**config.mk**
```make
export PLATFORM = sky130hd
export DESIGN_NAME = gpio_bank
export DESIGN_NICKNAME = d
export VERILOG_FILES = /design/src/rtl/gpio_bank_pkg.sv /design/src/rtl/gpio_bank_ctrl.sv /design/src/rtl/gpio_bank_datapath.sv /design/src/rtl/gpio_bank.sv
export SDC_FILE = /design/constraint.sdc
export NUM_CORES = 1
export LEC_CHECK = 0
export ABC_AREA = 1
export BUFFER_PORTS_ARGS = -buffer_cell sky130_fd_sc_hd__buf_2
export CAP_MARGIN = 20
export CORE_MARGIN = 2
export CORE_UTILIZATION = 39
export CTS_CLUSTER_SIZE = 10
export DETAILED_ROUTE_END_ITERATION = 10
export PLACE_DENSITY = 0.72
export SYNTH_ARGS = -nofsm -noshare
export SYNTH_HDL_FRONTEND = slang
export SYNTH_SLANG_ARGS = --single-unit
```
**constraint.sdc**
```tcl
create_clock -name clk -period 2.7 [get_ports clk]
set_clock_uncertainty 0.15 [all_clocks]
set_input_delay 0.54 -clock clk [delete_from_list [all_inputs] [get_ports clk]]
set_output_delay 0.54 -clock clk [all_outputs]
set_load 0.01 [all_outputs]
```
**src/rtl/gpio_bank_pkg.sv**
```systemverilog
package gpio_bank_pkg;
  localparam int BANK_PINS = 32;
  localparam int ADDR_W    = 3;

  localparam logic [ADDR_W-1:0] ADDR_LEVEL    = 3'd0;
  localparam logic [ADDR_W-1:0] ADDR_DOUT_SET = 3'd1;
  localparam logic [ADDR_W-1:0] ADDR_DOUT_CLR = 3'd2;
  localparam logic [ADDR_W-1:0] ADDR_DIR_SET  = 3'd3;
  localparam logic [ADDR_W-1:0] ADDR_DIR_CLR  = 3'd4;
  localparam logic [ADDR_W-1:0] ADDR_PULL_OFF = 3'd5;

  typedef struct packed {
    logic [BANK_PINS-1:0] doutSet;
    logic [BANK_PINS-1:0] doutClr;
    logic [BANK_PINS-1:0] dirSet;
    logic [BANK_PINS-1:0] dirClr;
    logic                 pullWr;
    logic [BANK_PINS-1:0] pullData;
  } strobe_t;
endpackage

```
**src/rtl/gpio_bank_ctrl.sv**
```systemverilog
module gpio_bank_ctrl
  import gpio_bank_pkg::*;
#(
  parameter int WR_PORTS = 2
) (
  input  logic [WR_PORTS-1:0]           wrEn,
  input  logic [WR_PORTS*ADDR_W-1:0]    wrAddr,
  input  logic [WR_PORTS*BANK_PINS-1:0] wrData,
  output strobe_t                       strobe
);
  always_comb begin
    strobe = '0;
    // Ascending loop: a later channel overrides an earlier one on the plain register.
    for (int p = 0; p < WR_PORTS; p++) begin
      if (wrEn[p]) begin
        unique case (wrAddr[p*ADDR_W +: ADDR_W])
          ADDR_DOUT_SET: strobe.doutSet = strobe.doutSet | wrData[p*BANK_PINS +: BANK_PINS];
          ADDR_DOUT_CLR: strobe.doutClr = strobe.doutClr | wrData[p*BANK_PINS +: BANK_PINS];
          ADDR_DIR_SET:  strobe.dirSet  = strobe.dirSet  | wrData[p*BANK_PINS +: BANK_PINS];
          ADDR_DIR_CLR:  strobe.dirClr  = strobe.dirClr  | wrData[p*BANK_PINS +: BANK_PINS];
          ADDR_PULL_OFF: begin
            strobe.pullWr   = 1'b1;
            strobe.pullData = wrData[p*BANK_PINS +: BANK_PINS];
          end
          default: ;
        endcase
      end
    end
  end
endmodule

```
**src/rtl/gpio_bank_datapath.sv**
```systemverilog
module gpio_bank_datapath
  import gpio_bank_pkg::*;
#(
  parameter int SYNC_STAGES = 2
) (
  input  logic                 clk,
  input  logic                 rstN,
  input  strobe_t              strobe,
  input  logic [ADDR_W-1:0]    rdAddr,
  output logic [BANK_PINS-1:0] rdData,
  input  logic [BANK_PINS-1:0] padIn,
  output logic [BANK_PINS-1:0] padOe,
  output logic [BANK_PINS-1:0] padOut,
  output logic [BANK_PINS-1:0] pullEn,
  output logic [BANK_PINS-1:0] pullUp
);
  logic [BANK_PINS-1:0] doutQ;
  logic [BANK_PINS-1:0] dirQ;
  logic [BANK_PINS-1:0] pullOffQ;
  logic [BANK_PINS-1:0] syncQ [SYNC_STAGES];

  always_ff @(posedge clk or negedge rstN) begin
    if (!rstN) begin
      doutQ    <= '0;
      dirQ     <= '0;
      pullOffQ <= '0;
    end else begin
      // Clear is applied after set, so it wins on a shared bit.
      doutQ <= (doutQ | strobe.doutSet) & ~strobe.doutClr;
      dirQ  <= (dirQ  | strobe.dirSet)  & ~strobe.dirClr;
      if (strobe.pullWr) pullOffQ <= strobe.pullData;
    end
  end

  generate
    for (genvar s = 0; s < SYNC_STAGES; s++) begin : g_sync
      always_ff @(posedge clk or negedge rstN) begin
        if (!rstN) syncQ[s] <= '0;
        else if (s == 0) syncQ[s] <= padIn;
        else syncQ[s] <= syncQ[(s == 0) ? 0 : s-1];
      end
    end
  endgenerate

  always_comb begin
    unique case (rdAddr)
      ADDR_LEVEL:                   rdData = syncQ[SYNC_STAGES-1];
      ADDR_DOUT_SET, ADDR_DOUT_CLR: rdData = doutQ;
      ADDR_DIR_SET, ADDR_DIR_CLR:   rdData = dirQ;
      ADDR_PULL_OFF:                rdData = pullOffQ;
      default:                      rdData = '0;
    endcase
  end

  assign padOe  = dirQ;
  assign padOut = doutQ;
  assign pullEn = ~pullOffQ & ~dirQ;
  assign pullUp = doutQ;
endmodule

```
**src/rtl/gpio_bank.sv**
```systemverilog
module gpio_bank
  import gpio_bank_pkg::*;
#(
  parameter int WR_PORTS    = 2,
  parameter int SYNC_STAGES = 2
) (
  input  logic                          clk,
  input  logic                          rstN,
  input  logic [WR_PORTS-1:0]           wrEn,
  input  logic [WR_PORTS*ADDR_W-1:0]    wrAddr,
  input  logic [WR_PORTS*BANK_PINS-1:0] wrData,
  input  logic [ADDR_W-1:0]             rdAddr,
  output logic [BANK_PINS-1:0]          rdData,
  input  logic [BANK_PINS-1:0]          padIn,
  output logic [BANK_PINS-1:0]          padOe,
  output logic [BANK_PINS-1:0]          padOut,
  output logic [BANK_PINS-1:0]          pullEn,
  output logic [BANK_PINS-1:0]          pullUp
);
  strobe_t strobe;

  gpio_bank_ctrl #(.WR_PORTS(WR_PORTS)) u_ctrl (
    .wrEn   (wrEn),
    .wrAddr (wrAddr),
    .wrData (wrData),
    .strobe (strobe)
  );

  gpio_bank_datapath #(.SYNC_STAGES(SYNC_STAGES)) u_dp (
    .clk    (clk),
    .rstN   (rstN),
    .strobe (strobe),
    .rdAddr (rdAddr),
    .rdData (rdData),
    .padIn  (padIn),
    .padOe  (padOe),
    .padOut (padOut),
    .pullEn (pullEn),
    .pullUp (pullUp)
  );
endmodule

```
# ---- After elaboration in Yosys (flattened, before gate mapping)
# Index checks and enable logic that the tools add are counted.
dict set report totals {
  register_bits 160
  inputBits 109
  elab_cells 49
}
dict set report classes {
  n_eq_ne 15
  muxes 13
  n_bitwise 13
  n_reduce_logical 3
}
# cell n
set ops {}
lappend ops {{161-bit 2-to-1 mux} 2}
lappend ops {{32-bit 2-to-1 mux} 8}
lappend ops {{32-bit bitwise OR} 6}
lappend ops {{32-bit inverter} 4}
lappend ops {{32-bit case mux with 4 select lines} 1}
lappend ops {{32-bit AND} 3}
lappend ops {{33-bit 2-to-1 mux} 2}
lappend ops {{3-bit by 2-bit equality test with 1-bit output (second input constant)} 6}
lappend ops {{3-bit equality test (second input constant)} 6}
lappend ops {{3-bit by 1-bit equality test with 1-bit output (second input constant)} 3}
lappend ops {{2-bit OR reduction} 2}
lappend ops {{3-bit logical NOT} 1}

# ---- Longest topological paths before layout
dict set report logic_depth {
  depth_word 8
  ltp_mapped 8
  mapped_depth_nobuf 7
}

# ---- Cells and area by module
# Synthesis repeated with hierarchy kept, for this count alone.
dict set report unflattened {
  hier_cells 1257
  area_unflattened_um2 9275.1
}
# module n_inst cells_each area_each_um2
set modules_own_cells {}
lappend modules_own_cells {gpio_bank_datapath 1 645 6765.2}
lappend modules_own_cells {gpio_bank_ctrl 1 612 2509.9}

# ---- Worst setup path before layout
# Ideal clock, no wire load.
dict set report synth_timing {
  path_kind {input -> output}
  start {input port rdAddr[2]}
  end {output port rdData[0]}
  arrival_ps 1454
  required_ps 2010
  path_slack_ps 556
  path_stages 7
  path_buffers 2
  cell_sequence {buf_2 inv_2 nand2_1 nor2_1 buf_2 nand2_1 nand4_1}
}
dict set report synth_between {
  elab_chain_len 3
  word_cells_on_any_way 9
}
# item line_no
set synth_rtl {}
lappend synth_rtl {{start: declaration} gpio_bank.sv:12} ;# input logic [ADDR_W-1:0] rdAddr,
lappend synth_rtl {{3-bit by 2-bit equality test with 1-bit output (tied with other cells)} gpio_bank_datapath.sv:46} ;# unique case (rdAddr)
lappend synth_rtl {{2-bit OR reduction} gpio_bank_datapath.sv:46}
lappend synth_rtl {{32-bit case mux with 4 select lines (*)} gpio_bank_datapath.sv:46}
lappend synth_rtl {{end: declaration} gpio_bank.sv:13} ;# output logic [BANK_PINS-1:0] rdData,
# Mark *: on every way between the ends. The rest lies on a longest branch, timed or not.

# ---- Final worst setup path
dict set report layout_timing {
  start {input port rdAddr[0]}
  end {output port rdData[3]}
}
# The elaborated chain is that of the path after synthesis.

==> results.cfg <==
[floorplan]
core_area_sq_um = 22600
dieArea_sq_um = 24100
start_util_pct = 39.5
ioPinCount = 269
die_w_microns = 155
die_height_microns = 155
row_count = 55

[pwr]
p_leak_nw = 6.09
p_comb_share_pct = 27.5
switchingPower_mw = 2.79
vdd_drop_max_mv = 0.418
pwr-share-seq_pct = 41.7
internal-power_mw = 4.85
p_per_area_nw_per_um2 = 687
sw_frac_of_total_pct = 36.5
clkPwrFrac_pct = 30.8

[routing]
drc = 0
vias_per_cell = 5.29
vias = 9615
antenna_left = 0
post_drt_wl_per_cell_microns = 18.4
wl_met1_microns = 13700
firstDrtPassIters = 5
routed_wl_microns = 33500
wl_met3_microns = 2730
drtIter0Drc = 772
top_layer = met5
met2_length_microns = 16000

[run_status]
outcome = complete, no violations

[final_layout]
fin_cells = 1817
multiInputGateArea_sq_um = 3910
regArea_sq_um = 4000
final_cell_mix = nand2_1 (338), buf_2 (267), nor2_1 (265), dfrtp_1 (160), inv_1 (142)
nets = 1621
drive_above_1_share_pct = 23.3
syn_to_final_growth_pct = 24.6
fill_cells = 2243
final_common_cell = nand2_1

[clocking]
numCtsBuffers = 17
clk_pin_slew_ns = 0.07
clockBufferDepth = 2
cts_setup_buffers = 0
cts_tree = done
clock-sinks = 160
htreeDepth = 4
root_buffer = clkbuf_16
clock_latency_ns = 0.43

[yosys]
ys.flop_type = dfrtp_1
yosys_warnings = 0
yosysUniqueCellTypes = 17
syn_area_per_cell_sq_um = 6.91
synth_edf_count = 0
ys_seq_elements = 160
yosysTopAreaCell = dfrtp_1
synthArstFlopShare_pct = 100
synth_area_leaders = dfrtp_1 (45%), nand2_1 (14%), nor2_1 (11%), nand4_1 (6.9%), nand3_1 (6.3%)
netlist_instances = 1290
synth_top_area_share_pct = 44.9
ys_seq_area_share_pct = 44.9
synth_nets = 1399
syn-cell-area_sq_um = 8920

[placement]
dpl.hpwl_microns = 22700
gp_congestion = 0.851
portBuffers = 268
dp_cells = 1776

[sta]
fmax_mhz = 394
fin_crit_sh_pct = 94.0
setup_viol_count_final = 0
holdWs_ns = 0.0574
rsz0062_at_grt = false
final_hold_viol_count = 0
max_slew.worst_pin.slew_ns = 1.10
drv_slew = 0
final.setup.tns_ns = 0
period_needed_ns = 2.54
maxSlewHeadroom_pct = 26.3

[global_routing]
grt_usage_pct = 27.4
grt_overflow = 0
antenna_found_initial = 9
grt_max_degree = 51
grt_pass1_vias = 9259
grt_pass1_wl_microns = 50700

[worst_setup_path]
cp.required_ns = 2.01
path_max_fanout = 16
worstRegToRegCells = 4
path_class = input pin to output pin
reg2reg_slack_ns = 1.72
cp-start-kind = input pin
cp-end-kind = output pin
crit_arrival_ns = 1.85

[job]
max-cap-violations = 0

[hold_path]
min_path_type = input pin to register
hold_depth = 1
[state kept, by name (all words and copies together), names as in the netlist]
| register | cells |
|---|---|
| u_dp.syncQ | 64 |
| u_dp.padOe | 32 |
| u_dp.padOut | 32 |
| u_dp.pullOffQ | 32 |
[path summary, 6_finish.rpt]
path / endpoint / from
setup reg to reg: u_dp.padOe[11]$_DFF_PN0_ / u_dp.padOe[11]$_DFF_PN0_
max in group asynchronous: u_dp.padOut[5]$_DFF_PN0_ / rstN
hold / removal: u_dp.syncQ[39]$_DFF_PN0_ / padIn[7]
min in group asynchronous: u_dp.syncQ[49]$_DFF_PN0_ / rstN
hold reg to reg: u_dp.syncQ[1]$_DFF_PN0_ / u_dp.syncQ[33]$_DFF_PN0_
setup / recovery: rdData[3] / rdAddr[0]
[cell families after synthesis]
logic type	share of synthesized area [%]
AOI/OAI and AO/OA	1.85
buffers and inverters	12.2
DFF	44.9
and+or+nand+nor	41.1
[cell type report]
type	instances	share of cell area (%)
clock inverters	14	1.11
well taps	285	3.21
inverters	144	4.86
repair buffers	306	15.5
multi-input cells	883	35.2
diodes	7	0.158
flip-flops and latches	160	36.0
clock buffers	18	3.95
[through the flow]
stage,util [%],setup slack [ns],total power [mW],area [sq um]
floorplan,-,0.556,4.39,8920
CTS,49.1,0.0349,7.66,11100
global placement,46.6,0.0943,5.25,10500
finish,49.2,0.161,7.63,11100
detailed placement,46.6,0.0343,5.31,10500
global route,49.2,0.106,8.08,11100
[critical path: stages]
cell and delay, ns:
buf_2 0.17, o21ai_4 0.73, nand3_1 0.14, nand4_1 0.12
buf_2 0.14
[timing repair]
item                       in CTS  in global routing
hold endpoints to repair       46                  0
hold buffers                    1                  0
setup endpoints to repair       0                 28
gates resized for setup         0                  1
[cell usage after synthesis (5+ instances only)]
cell and n:
buf_2 29, buf_4 32, clkbuf_1 42, dfrtp_1 160
inv_1 142, nand2_1 339, nand3_1 113, nand3b_1 18
nand4_1 98, nor2_1 270, nor3_1 5, o21ai_0 32
[layer usage]
metal,vias to the layer above,track usage (%)
li1,4493,-
met2,499,45.9
met3,91,5.57
met4,4,10.0
met5,-,0
met1,4528,35.3
[power groups by stage]
stage                     Clock (mW)  Sequential (mW)  Combinational, mW
after floorplan                    0             3.20               1.19
after global placement             0             3.21               2.05
after detailed placement           0             3.22               2.09
after CTS                       2.38             3.18               2.10
after global routing            2.49             3.22               2.36
final                           2.35             3.18               2.10
(Power assumes the default switching activity.)
